--- src/rtl/ldm_seq.sv ---
module ldm_seq #(
  parameter int AW     = 32,
  parameter int DW     = 32,
  parameter int NREG   = 16,
  parameter int SP_IDX = 13
) (
  input  logic                    clk,
  input  logic                    rst_n,
  input  logic                    start_i,
  input  logic [NREG-1:0]         list_i,
  input  logic [$clog2(NREG)-1:0] base_reg_i,
  input  logic [AW-1:0]           base_val_i,
  input  logic                    wback_i,
  input  logic                    pop_i,
  output logic                    busy_o,
  output logic                    rd_req_o,
  output logic [AW-1:0]           rd_addr_o,
  input  logic                    rd_valid_i,
  input  logic [DW-1:0]           rd_data_i,
  output logic                    rf_we_o,
  output logic [$clog2(NREG)-1:0] rf_waddr_o,
  output logic [DW-1:0]           rf_wdata_o,
  output logic                    pc_we_o,
  output logic [DW-1:0]           pc_data_o,
  output logic                    done_o
);
  localparam int RW = $clog2(NREG);
  localparam logic [RW-1:0] PC_IDX = RW'(NREG - 1);
  localparam logic [RW-1:0] SP_SEL = RW'(SP_IDX);

  typedef enum logic [1:0] {S_IDLE, S_RUN, S_END} st_t;

  st_t            st;
  logic [NREG-1:0] pend, pend_nxt;
  logic [AW-1:0]  addr;
  logic [RW-1:0]  base_q, cur;
  logic           wb_q;
  logic           accept, beat;

  always_comb begin
    cur = '0;
    for (int i = NREG - 1; i >= 0; i--)
      if (pend[i]) cur = RW'(i);
    pend_nxt = pend;
    pend_nxt[cur] = 1'b0;
  end

  assign accept = (st == S_IDLE) && start_i;
  assign beat   = (st == S_RUN) && rd_valid_i;

  always_ff @(posedge clk or negedge rst_n) begin
    if (!rst_n) begin
      st     <= S_IDLE;
      pend   <= '0;
      addr   <= '0;
      base_q <= '0;
      wb_q   <= 1'b0;
    end else begin
      case (st)
        S_IDLE: if (accept) begin
          pend   <= list_i;
          addr   <= base_val_i;
          base_q <= pop_i ? SP_SEL : base_reg_i;
          wb_q   <= (list_i != '0) && (pop_i || (wback_i && !list_i[base_reg_i]));
          st     <= (list_i == '0) ? S_END : S_RUN;
        end
        S_RUN: if (rd_valid_i) begin
          pend <= pend_nxt;
          addr <= addr + AW'(4);
          if (pend_nxt == '0) st <= S_END;
        end
        default: st <= S_IDLE;
      endcase
    end
  end

  assign busy_o     = (st != S_IDLE);
  assign done_o     = (st == S_END);
  assign rd_req_o   = (st == S_RUN);
  assign rd_addr_o  = addr;
  assign pc_we_o    = beat && (cur == PC_IDX);
  assign pc_data_o  = rd_data_i;
  assign rf_we_o    = (beat && (cur != PC_IDX)) || (done_o && wb_q);
  assign rf_waddr_o = done_o ? base_q : cur;
  assign rf_wdata_o = done_o ? DW'(addr) : rd_data_i;
endmodule

--- config.mk ---
export PLATFORM = sky130hd
export DESIGN_NAME = ldm_seq
export DESIGN_NICKNAME = d
export VERILOG_FILES = /design/src/rtl/ldm_seq.sv
export SDC_FILE = /design/constraint.sdc
export NUM_CORES = 1
export LEC_CHECK = 0
export BUFFER_PORTS_ARGS = -buffer_cell sky130_fd_sc_hd__buf_2
export CAP_MARGIN = 20
export CORE_ASPECT_RATIO = 0.8
export CORE_MARGIN = 5
export CORE_UTILIZATION = 52
export DETAILED_ROUTE_END_ITERATION = 7
export GPL_ROUTABILITY_DRIVEN = 0
export PLACE_DENSITY = 0.88
export SYNTH_ARGS = -nofsm -noshare
export SYNTH_HDL_FRONTEND = slang
export SYNTH_SLANG_ARGS = --single-unit
--- constraint.sdc ---
create_clock -name clk -period 3.9 [get_ports clk]
set_input_delay 0.585 -clock clk [delete_from_list [all_inputs] [get_ports clk]]
set_output_delay 0.585 -clock clk [all_outputs]
set_load 0.005 [all_outputs]
# == Yosys cells after proc, flatten, opt, wreduce, memory -nomap -nowiden ==
# Cells that the tools add are included.
# word_totals
regBits,55
output_inout_bits,105
elab_cells,72
# classes
n_addsub,1
magnitude_cmp,3
eq_ne,7
mux,34
bitwise,2
n_reduce_logical,20
# op_table
op,n
2-to-1 mux 32 bit,3
2-to-1 mux 4 bit,18
case mux 32 bit (2 select lines),1
adder 32 x 3 -> 32 bit (second input constant),1
zero test 16 bit,2
2-to-1 mux 16 bit,2
case mux 16 bit (2 select lines),1
AND 16 bit,1
inverter 16 bit,1
nonzero test 16 bit,1
< comparator 4 x 5 -> 1 bit (second input constant),2
logical AND 1 bit,8
2-to-1 mux 2 bit,4
AND reduction 3 bit,2
binary-select mux 1 bit (select 4 bit),1
demux 1 bit (select 4 bit),1
equality test 4 bit (second input constant),1
>= comparator 4 x 1 -> 1 bit (second input constant),1
inequality test 2 x 1 -> 1 bit (second input constant),2
inequality test 4 bit (second input constant),1
case mux 2 bit (2 select lines),1
nonzero test 2 bit,2
equality test 2 x 1 -> 1 bit (second input constant),1
equality test 2 bit (second input constant),1
6 further kinds,8

# == Longest topological paths before layout ==
# depth
ltp_word,26
ltp_mapped,10

# == Worst setup path after synthesis ==
# No wires, ideal clock.
# synth_path
path_type,reg2out
start,register pend[0]
end,output rf_we_o
t_arrival_ps,1709
required_time_ps,3315
slack_ps,1606
stages_incl_launch_ff,8
cell_sequence,dfrtp_1 -> buf_6 -> or2_1 -> nor3_1 -> and3_1 -> buf_2 -> nand3_1 -> a32o_1
# synth_between
elab_chain_len,4
# synth_lines
element,line_no,rtl
start: declaration,34,"logic [NREG-1:0] pend, pend_nxt;"
start signal: assignment,61,pend <= list_i;
start signal: assignment,68,pend <= pend_nxt;
2-to-1 mux 4 bit,43,if (pend[i]) cur = RW'(i);
inequality test 4 bit,83,assign rf_we_o = (beat && (cur != PC_IDX)) || (done_o && wb_q);
logical AND 1 bit,83,
logical OR 1 bit,83,
end: declaration,20,"output logic rf_we_o,"
# Every way passes these cells.

# == Worst setup path in the final report ==
# Ends and elaborated chain as after synthesis.

==> metrics.md <==
| Metric | Value |
|---|---|
| DRC | `0` |
| First-pass GRT wire length | `23.0 mm` |
| Crit path buffers/inverters | `1` |
| Clock share of power | `8.4%` |
| Seq/Total Area, Yosys | `32.6%` |
| DP HPWL | `10.7 mm` |
| P_leak | `2.54 nW` |
| Initial drt markers | `548` |
| TNS Setup | `0 ps` |
| Worst setup SP type | `register` |
| Total GRT Usage | `27.0%` |
| Hold-fix buffers at CTS | `0` |
| Proportion of layout cells with a drive suffix above 1 | `30.4%` |
| Fin. Hold Viols | `0` |
| Gate power share | `57.7%` |
| Die Span X | `111 µm` |
| Core Rows | `29` |
| CP required | `3310 ps` |
| Net Sw Frac | `50.6%` |
| Syn avg cell area | `7.17 µm²` |
| Sequential power share | `33.9%` |
| Worst rel slew slack | `41.1%` |
| Hold Worst Slack | `236 ps` |
| Number of global-route vias before repair | `4646` |
| Fill cells | `733` |
| CTS Buffer Depth | `2` |
| Largest net degree at the start of global routing | `45` |
| Clk slew on worst S/H paths | `100 ps` |
| Post-Synthesis Cells | `589` |
| Unique cell type count in the Yosys netlist | `57` |
| Slowest CP cell | `dfrtp_1` |
| HP Class | `in -> async` |
| RSZ-0062 raised after global routing | `no` |
| CTS tree | `done` |
| WP data arrival | `2520 ps` |
| CTS Buf Count | `5` |
| Initial antenna violation count | `0` |
| Drt wl/cell | `16.6 µm` |
| # diodes | `0` |
| CP peak stage delay | `510 ps` |
| Setup violators final | `0` |
| CTS Sinks | `55` |
| Area growth from synthesis to layout | `20.5%` |
| GRT Residual Overflow | `0` |
| Multi-input logic area | `2460 µm²` |
| Setup crit end kind | `output port` |
| Initial Util | `53.4%` |
| Post-synth ARST share | `100%` |
| Seq. cell area | `1380 µm²` |
| Seq cells post-synth | `55` |
| Synth Flop Type | `dfrtp_1` |
| Die H | `90.6 µm` |
| Syn Nets | `680` |
| Router iterations before antenna repair | `5` |
| Detailed Route WL | `14.0 mm` |
| Fmax | `322 MHz` |
| Synth Warn # | `0` |
| Placement Setup Slack | `1020 ps` |
| Min Tclk post-route | `3110 ps` |
| Cell Area, Synth | `4230 µm²` |
| Worst path cell trace | `or2_1 -> nor3_1 -> and3_1 -> nand3_1 -> a32o_1 -> buf_2` |
| Crit Path Class | `reg -> out` |
| Power per cell area | `710 nW/µm²` |
| MaxCap Viol Count | `0` |
| Tcrit/Tclk final | `79.7%` |
| Cell family with most CP delay | `simple AND/OR/NAND/NOR gates` |
| Final #Nets | `823` |
| # port buffers | `194` |
| Peak supply drop | `0.324 mV` |
| Status | `finished, final reports clean` |
| Final antenna-violating net count | `0` |
| Vias per cell | `5.96` |
| Pins Over Slew Limit | `0` |
| Clock Skews | `12.7 ps` |
| Worst-path maximum fanout | `8` |
| P_sw | `0.00183 W` |
| Die area | `10000 µm²` |
| EDFF count, synth | `0` |
| H-tree depth | `2` |
| Total number of vias | `4999` |
| Post-CTS setup buffer count | `0` |
| Slew @ Worst Pin | `883 ps` |
| Worst Setup Slack, final | `791 ps` |
| Int Power | `0.00179 W` |
| Power, Total | `0.00361 W` |
| Root Driver | `clkbuf_8` |
| Post-Route Utilization | `64.3%` |
| Io pins | `195` |
| Clk_lat worst skew | `320 ps` |
| Core area | `7910 µm²` |
| Resized Gates After CTS | `0` |
## synthesized netlist by cell type (8+ instances only)
| master | instances | area, µm² |
|---|---|---|
| a21oi_1 | 60 | 300 |
| a22o_1 | 11 | 96.3 |
| and3_1 | 9 | 56.3 |
| buf_4 | 32 | 240 |
| clkbuf_1 | 25 | 93.8 |
| dfrtp_1 | 55 | 1380 |
| nand2_1 | 164 | 616 |
| nand3_1 | 22 | 110 |
| nor2_1 | 47 | 176 |
| nor3_1 | 11 | 55.1 |
| nor4_1 | 8 | 50.1 |
| o21ai_0 | 49 | 245 |
| o22ai_1 | 10 | 62.6 |
## placed cells by master, fill, tap and decap left out, types with 2 or more instances in the layout
| cell | Yosys | routed |
|---|---|---|
| a31oi_1 | 3 | 3 |
| nand2b_1 | 4 | 4 |
| a21oi_1 | 60 | 59 |
| nor2_1 | 47 | 47 |
| nand3_1 | 22 | 22 |
| a21o_1 | 2 | 2 |
| nor4_1 | 8 | 8 |
| nor3_1 | 11 | 11 |
| a221oi_1 | 2 | 2 |
| o22ai_1 | 10 | 10 |
| a22oi_1 | 2 | 2 |
| nor4_4 | 2 | 2 |
| a211oi_1 | 6 | 6 |
| inv_1 | 4 | 4 |
| and3_1 | 9 | 9 |
| clkbuf_8 | 0 | 5 |
| buf_2 | 2 | 194 |
| nand2_1 | 164 | 164 |
| buf_4 | 32 | 8 |
| nor3b_1 | 2 | 2 |
| o21ai_0 | 49 | 49 |
| o211ai_1 | 2 | 2 |
| a32oi_1 | 2 | 2 |
| nand4_1 | 4 | 4 |
| and2_1 | 4 | 4 |
| nor2b_1 | 6 | 6 |
| a21boi_0 | 2 | 2 |
| a22o_1 | 11 | 11 |
| mux4_2 | 5 | 5 |
| dfrtp_1 | 55 | 55 |
## cells by family after synthesis
logic type               synth area share (%)
adder cells (fa/ha/maj)                 0.533
multiplexers                             2.90
AND/OR/NAND/NOR                          31.7
flip-flops                               32.6
buffers and inverters                    9.39
AO/OA/AOI/OAI                            22.9
## flip-flops by register name (all words and copies together) (netlist names)
register	cells
rd_addr_o	32
base_q	4
st	2
wb_q	1
pend	16
## per-layer routing
layer	share of wire, %	global-route usage, %	wire [µm]	vias to the layer above
li1	-	-	-	2327
met5	0	0	0	-
met2	47	43.5	6520	363
met3	12	6.30	1680	45
met4	2.7	9.74	379	0
met1	39	35.5	5380	2264
## per-stage QoR
step | instances | area (µm²)
after detailed placement | 833 | 5020
after floorplan | 589 | 4230
after global placement | 833 | 5020
after global routing | 839 | 5090
final | 839 | 5090
after CTS | 839 | 5090
## cell type report
| type | instances | share of cell area (%) |
|---|---|---|
| Multi-Input combinational cell | 463 | 48.3 |
| Sequential cell | 55 | 27.0 |
| Timing Repair Buffer | 202 | 20.3 |
| Tap cell | 108 | 2.65 |
| Clock buffer | 6 | 1.43 |
| Inverter | 5 | 0.369 |
## power groups by stage
stage / Sequential (W) / Clock, W / Combinational [W]
after CTS: 0.00121 / 0.000309 / 0.00206
after global routing: 0.00126 / 0.000335 / 0.00232
after detailed placement: 0.00122 / 0 / 0.00205
after floorplan: 0.00112 / 0 / 0.00143
final: 0.00122 / 0.000305 / 0.00208
after global placement: 0.00120 / 0 / 0.00198
## final timing paths
check	cells after the start	slack [ps]	endpoint	start
worst min-delay path	1	240	rd_addr_o[9]$_DFFE_PN0P_	rst_n
worst max-delay path	6	790	rf_we_o	pend[0]$_DFFE_PN0P_
worst min register to register	2	480	base_q[0]$_DFFE_PN0P_	base_q[0]$_DFFE_PN0P_
min in group clk	3	470	rd_addr_o[1]$_DFFE_PN0P_	base_val_i[1]
max in group asynchronous	2	2820	pend[11]$_DFFE_PN0P_	rst_n
worst max register to register	7	990	rd_addr_o[30]$_DFFE_PN0P_	st[1]$_DFFE_PN0P_
(Power assumes the default switching activity.)
